<file path="config.mk">
export PLATFORM = sky130hd
export DESIGN_NAME = dma_steal_arb
export DESIGN_NICKNAME = d
export VERILOG_FILES = /design/src/rtl/dma_steal_pkg.sv /design/src/rtl/dma_req_fifo.sv /design/src/rtl/dma_steal_fsm.sv /design/src/rtl/dma_steal_arb.sv
export SDC_FILE = /design/constraint.sdc
export NUM_CORES = 1
export LEC_CHECK = 0
export ABC_AREA = 1
export BUFFER_PORTS_ARGS = -buffer_cell sky130_fd_sc_hd__buf_2
export CORE_MARGIN = 4
export CORE_UTILIZATION = 40
export CTS_BUF_LIST = sky130_fd_sc_hd__clkbuf_4
export DETAILED_ROUTE_END_ITERATION = 6
export MAX_ROUTING_LAYER = met4
export PLACE_DENSITY_LB_ADDON = 0.25
export SETUP_SLACK_MARGIN = 0.1
export SYNTH_ARGS = -nofsm -noshare
export SYNTH_HDL_FRONTEND = slang
export SYNTH_SLANG_ARGS = --single-unit
</file>
<file path="constraint.sdc">
create_clock -name clk -period 1.8 [get_ports clk]
set_input_delay 0.36 -clock clk [delete_from_list [all_inputs] [get_ports clk]]
set_output_delay 0.36 -clock clk [all_outputs]
set_load 0.01 [all_outputs]
</file>
<file path="src/rtl/dma_steal_pkg.sv">
package dma_steal_pkg;

    typedef enum logic [2:0] {
        ST_IDLE   = 3'd0,
        ST_HOLD_B = 3'd1,
        ST_HOLD_C = 3'd2,
        ST_FETCH  = 3'd3,
        ST_RESUME = 3'd4
    } arb_state_t;

endpackage

</file>
<file path="src/rtl/dma_req_fifo.sv">
module dma_req_fifo #(
    parameter int AW    = 16,
    parameter int DEPTH = 4
) (
    input  logic          clk,
    input  logic          rst,
    input  logic          push,
    input  logic [AW-1:0] push_addr,
    input  logic          pop,
    output logic [AW-1:0] head_addr,
    output logic          not_empty,
    output logic          full
);
    localparam int PW = (DEPTH > 1) ? $clog2(DEPTH) : 1;
    localparam int CW = $clog2(DEPTH + 1);

    logic [AW-1:0] slots [DEPTH];
    logic [PW-1:0] wp, rp;
    logic [CW-1:0] cnt;
    logic          do_push, do_pop;

    function automatic logic [PW-1:0] bump(input logic [PW-1:0] p);
        return (p == PW'(DEPTH - 1)) ? '0 : p + PW'(1);
    endfunction

    assign not_empty = (cnt != '0);
    assign full      = (cnt == CW'(DEPTH));
    assign do_push   = push && !full;
    assign do_pop    = pop && not_empty;
    assign head_addr = slots[rp];

    always_ff @(posedge clk) begin
        if (rst) begin
            wp  <= '0;
            rp  <= '0;
            cnt <= '0;
        end else begin
            if (do_push) begin
                slots[wp] <= push_addr;
                wp        <= bump(wp);
            end
            if (do_pop) begin
                rp <= bump(rp);
            end
            unique case ({do_push, do_pop})
                2'b10:   cnt <= cnt + CW'(1);
                2'b01:   cnt <= cnt - CW'(1);
                default: cnt <= cnt;
            endcase
        end
    end

endmodule

</file>
<file path="src/rtl/dma_steal_fsm.sv">
module dma_steal_fsm
    import dma_steal_pkg::*;
(
    input  logic clk,
    input  logic rst,
    input  logic cpu_rnw,
    input  logic pend_valid,
    output logic cpu_rdy,
    output logic dummy_rd,
    output logic fetch
);
    arb_state_t state_q, state_d;

    always_ff @(posedge clk) begin
        if (rst) begin
            state_q <= ST_IDLE;
        end else begin
            state_q <= state_d;
        end
    end

    always_comb begin
        state_d  = state_q;
        cpu_rdy  = 1'b1;
        dummy_rd = 1'b0;
        fetch    = 1'b0;
        unique case (state_q)
            ST_IDLE: begin
                if (pend_valid && cpu_rnw) begin
                    cpu_rdy  = 1'b0;
                    dummy_rd = 1'b1;
                    state_d  = ST_HOLD_B;
                end
            end
            ST_HOLD_B: begin
                cpu_rdy  = 1'b0;
                dummy_rd = 1'b1;
                state_d  = ST_HOLD_C;
            end
            ST_HOLD_C: begin
                cpu_rdy  = 1'b0;
                dummy_rd = 1'b1;
                state_d  = ST_FETCH;
            end
            ST_FETCH: begin
                cpu_rdy = 1'b0;
                fetch   = 1'b1;
                state_d = ST_RESUME;
            end
            ST_RESUME: begin
                state_d = ST_IDLE;
            end
            default: begin
                state_d = ST_IDLE;
            end
        endcase
    end

endmodule

</file>
<file path="src/rtl/dma_steal_arb.sv">
module dma_steal_arb #(
    parameter int AW         = 16,
    parameter int DW         = 8,
    parameter int PEND_DEPTH = 4
) (
    input  logic          clk,
    input  logic          rst,
    input  logic [AW-1:0] cpu_addr,
    input  logic          cpu_rnw,
    output logic          cpu_rdy,
    output logic [DW-1:0] cpu_rdata,
    input  logic          dma_req,
    input  logic [AW-1:0] dma_addr,
    output logic          dma_ack,
    output logic [DW-1:0] dma_data,
    output logic          dummy_rd,
    output logic [AW-1:0] bus_addr,
    output logic          bus_rnw,
    input  logic [DW-1:0] bus_rdata
);
    logic          q_valid;
    logic          q_full;
    logic [AW-1:0] q_head;
    logic          fetch;

    dma_req_fifo #(
        .AW    (AW),
        .DEPTH (PEND_DEPTH)
    ) req_q_i (
        .clk       (clk),
        .rst       (rst),
        .push      (dma_req),
        .push_addr (dma_addr),
        .pop       (fetch),
        .head_addr (q_head),
        .not_empty (q_valid),
        .full      (q_full)
    );

    dma_steal_fsm fsm_i (
        .clk        (clk),
        .rst        (rst),
        .cpu_rnw    (cpu_rnw),
        .pend_valid (q_valid),
        .cpu_rdy    (cpu_rdy),
        .dummy_rd   (dummy_rd),
        .fetch      (fetch)
    );

    always_comb begin
        bus_addr = fetch ? q_head : cpu_addr;
        bus_rnw  = (fetch || dummy_rd) ? 1'b1 : cpu_rnw;
        dma_ack  = fetch;
        dma_data = fetch ? bus_rdata : '0;
    end

    assign cpu_rdata = bus_rdata;

endmodule

</file>
==> impl_metrics.yaml <==
critical_path:
  rrSetupSlack_ns: -0.02
  cp-start-kind: "register"
  worstSetupPathType: "register to output port"
  rr_worst_depth: 13
  regToRegStartpoint: "fsm_i.state_q[0]$_SDFFE_PP0P_"
  cp_data_required_time_ns: 1.44
  crit_path_max_fanout: 7
  cp.arrival_ns: 1.48
  cp-end-kind: "output port"
  r2r_end: "req_q_i.cnt[2]$_SDFFE_PP0P_"
grt:
  overflow: 0
  grt_max_degree: 24
  grt_first_pass_wirelength_mm: 13.8
  grt_pass1_vias: 2830
  grt_use_total: 0.166
  antenna_found_initial: 0
sta:
  min_period_ns: 1.84
  hold_violations: 0
  fin_worst_skew_ns: 0.00898
  max_slew_margin: 0.853
  fmax_mhz: 543
  finalSetupViolCount: 23
  worst_pin_slew_ns: 0.218
  fin_ws_ns: -0.0428
  final_max_slew_viol_count: 0
  rsz0062_at_grt: "true"
  fin_crit_sh: 1.02
cts:
  numCtsBuffers: 9
  clk_latency_ns: 0.40
  htreeDepth: 3
  ctsHoldBuffers: 0
  cts_tree: "done"
  cts_root_buf: "clkbuf_4"
  clockBufferDepth: 2
  clkTransAtPathRegs_ns: 0.12
  clock-sinks: 76
route:
  drc_errors: 0
  wl_per_cell_um: 13.5
  dr_total_vias: 2870
  dr.pass1.iters: 4
  ant_nets: 0
  wirelength_mm: 8.52
  via_per_inst: 4.53
  drt_iter0_markers: 86
layout:
  drive_above_1_share: 0.312
  fill_cells: 823
  areaGrowthSynthToFinish_pct: 26.1
  num_antenna_cells: 0
  final-instance-count-excl-fill: 633
  ff_latch_area_sq_mm: 0.00218
  final_area_sq_mm: 0.00465
  finish.utilization: 0.525
  multiInputGateArea_sq_mm: 0.00111
  final_common_cell: "nand2_1"
  nets: 571
  mostFrequentLayoutCells: "nand2_1 (133), inv_1 (90), buf_2 (76)"
power:
  p_clk_frac: 0.253
  power.total_mw: 3.50
  vdd_ir_drop_max_mv: 0.375
  seq_power_share: 0.572
  p_switching_uw: 964
  swShare: 0.276
  p_comb_frac: 0.175
  p_leak_nw: 2.34
  powerDensity_mw_per_mm2: 752
  p_int_mw: 2.53
placed_design:
  place_area_sq_mm: 0.00422
  hpwl_mm: 5.50
  dpl.cell_count: 606
  portBuffers: 79
  routabilityCongestion: 0.735
floorplanning:
  start_util: 0.417
  fp.dieArea_sq_mm: 0.0108
  io_pins: 80
  core_sq_mm: 0.00885
  fp.dieH_um: 104
  die-width_um: 104
  core.rowCount: 34
yosys:
  syn-num-nets: 473
  synth_xor_area_frac: 0
  synth_top_cell_area_share: 0.521
  synth_adder_area_share: 0.0258
  synthCells: 422
  yosys.area_share.simple: 0.237
  synthMuxAreaShare: 0
  synth_top_family_by_area: "simple AND/OR/NAND/NOR gates"
  synth_compound_area_frac: 0.0136
  ys_types: 20
  synth-seq-area-share: 0.586
  yosysTopAreaCell: "edfxtp_1"
  yosysWarnings: 0
  netlist_area_sq_mm: 0.00369
  synth-seq-cells: 76
  synth_area_per_cell_sq_um: 8.74
  synth.area.top_cells: "edfxtp_1 (52%), nand2_1 (15%), inv_1 (9.4%)"
flow_run:
  cap_violations: 0
hold_path:
  hp-start: "rst"
  min_to: "fsm_i.state_q[2]$_SDFFE_PP0P_"
  hp-class: "input port to register"
  hold_depth: 2
run_status:
  violations: "negative setup slack"
  status: "finished, violations left"
power groups by stage:
stage	combinational (mW)	sequential, mW	clock (mW)
finish	0.612	2.00	0.885
global route	0.686	2.01	0.989
CTS	0.583	2.00	0.915
detailed placement	0.487	2.04	0
global placement	0.478	2.04	0
floorplan	0.294	2.03	0
timing repair:
item / 4_1_cts / 5_1_grt
hold endpoints to repair: 0 / 0
pin swaps: 3 / 5
cloned: 3 / 2
endpoints found under the setup margin: 29 / 84
buffers inserted: 6 / 1
resized for setup: 39 / 24
per-stage QoR:
step | setup TNS [ns] | worst slack, ns | hold slack, ns
floorplan | 0 | 0.0567 | 0.425
global placement | 0 | 0.0700 | 0.508
detailed placement | 0 | 0.0601 | 0.512
CTS | -1.71 | -0.0821 | 0.0998
global route | -4.07 | -0.182 | 0.0916
finish | -0.435 | -0.0428 | 0.151
synth_stat cells, drive strengths merged:
cell type and n:
nand3b 2, or2 1, a21oi 6, nand2 148, ha 6, buf 22
dfxtp 12, nor2 26, nand4 1, inv 94, nand3 35, edfxtp 64
fa 1, o21ai 4
critical path, cell delays in order (launching register included):
cell     delay, ns
dfxtp_2       0.36
nand2_2       0.07
nor2_4        0.16
buf_12        0.18
inv_6         0.07
nand2_1       0.07
nand2_1       0.05
buf_2         0.13
registers in the layout (all words and copies together), names as in the netlist, named ones only:
name	cells
req_q_i.slots	64
req_q_i.rp	2
req_q_i.cnt	3
fsm_i.state_q	3
req_q_i.wp	2
kinds of logic after synthesis:
group,Yosys count
DFF,76
adders and majority gates,7
and+or+nand+nor,213
buffers and inverters,116
AOI/OAI and AO/OA,10
area by class of cell:
cell class              instances  area share
repair buffers                107       0.154
multi-input cells             230       0.239
repair inverters                2     0.00431
well taps                     108      0.0291
flip-flops and latches         76       0.468
clock inverters                 6     0.00888
inverters                      94      0.0802
clock buffers                  10      0.0161
worst max path at each step:
stage | from | endpoint | cells after the start
CTS | fsm_i.state_q[0]$_SDFFE_PP0P_ | bus_addr[14] | 7
global route | fsm_i.state_q[0]$_SDFFE_PP0P_ | bus_addr[6] | 7
finish | fsm_i.state_q[0]$_SDFFE_PP0P_ | bus_addr[14] | 7
global placement | req_q_i.cnt[2]$_SDFFE_PP0P_ | req_q_i.cnt[2]$_SDFFE_PP0P_ | 13
detailed placement | req_q_i.cnt[2]$_SDFFE_PP0P_ | req_q_i.cnt[2]$_SDFFE_PP0P_ | 12
floorplan | rst | req_q_i.slots[0][0]$_DFFE_PP_ | 3
per-layer routing:
metal	vias up	global-route usage	routed length (um)	share of wire
li1	1480	-	-	-
met1	1322	0.198	3740	0.44
met2	62	0.280	4340	0.51
met3	6	0.0422	377	0.044
met4	0	0.0475	68	0.0080
met5	-	-	0	0
Note: power is estimated with default switching activity, not from simulation.
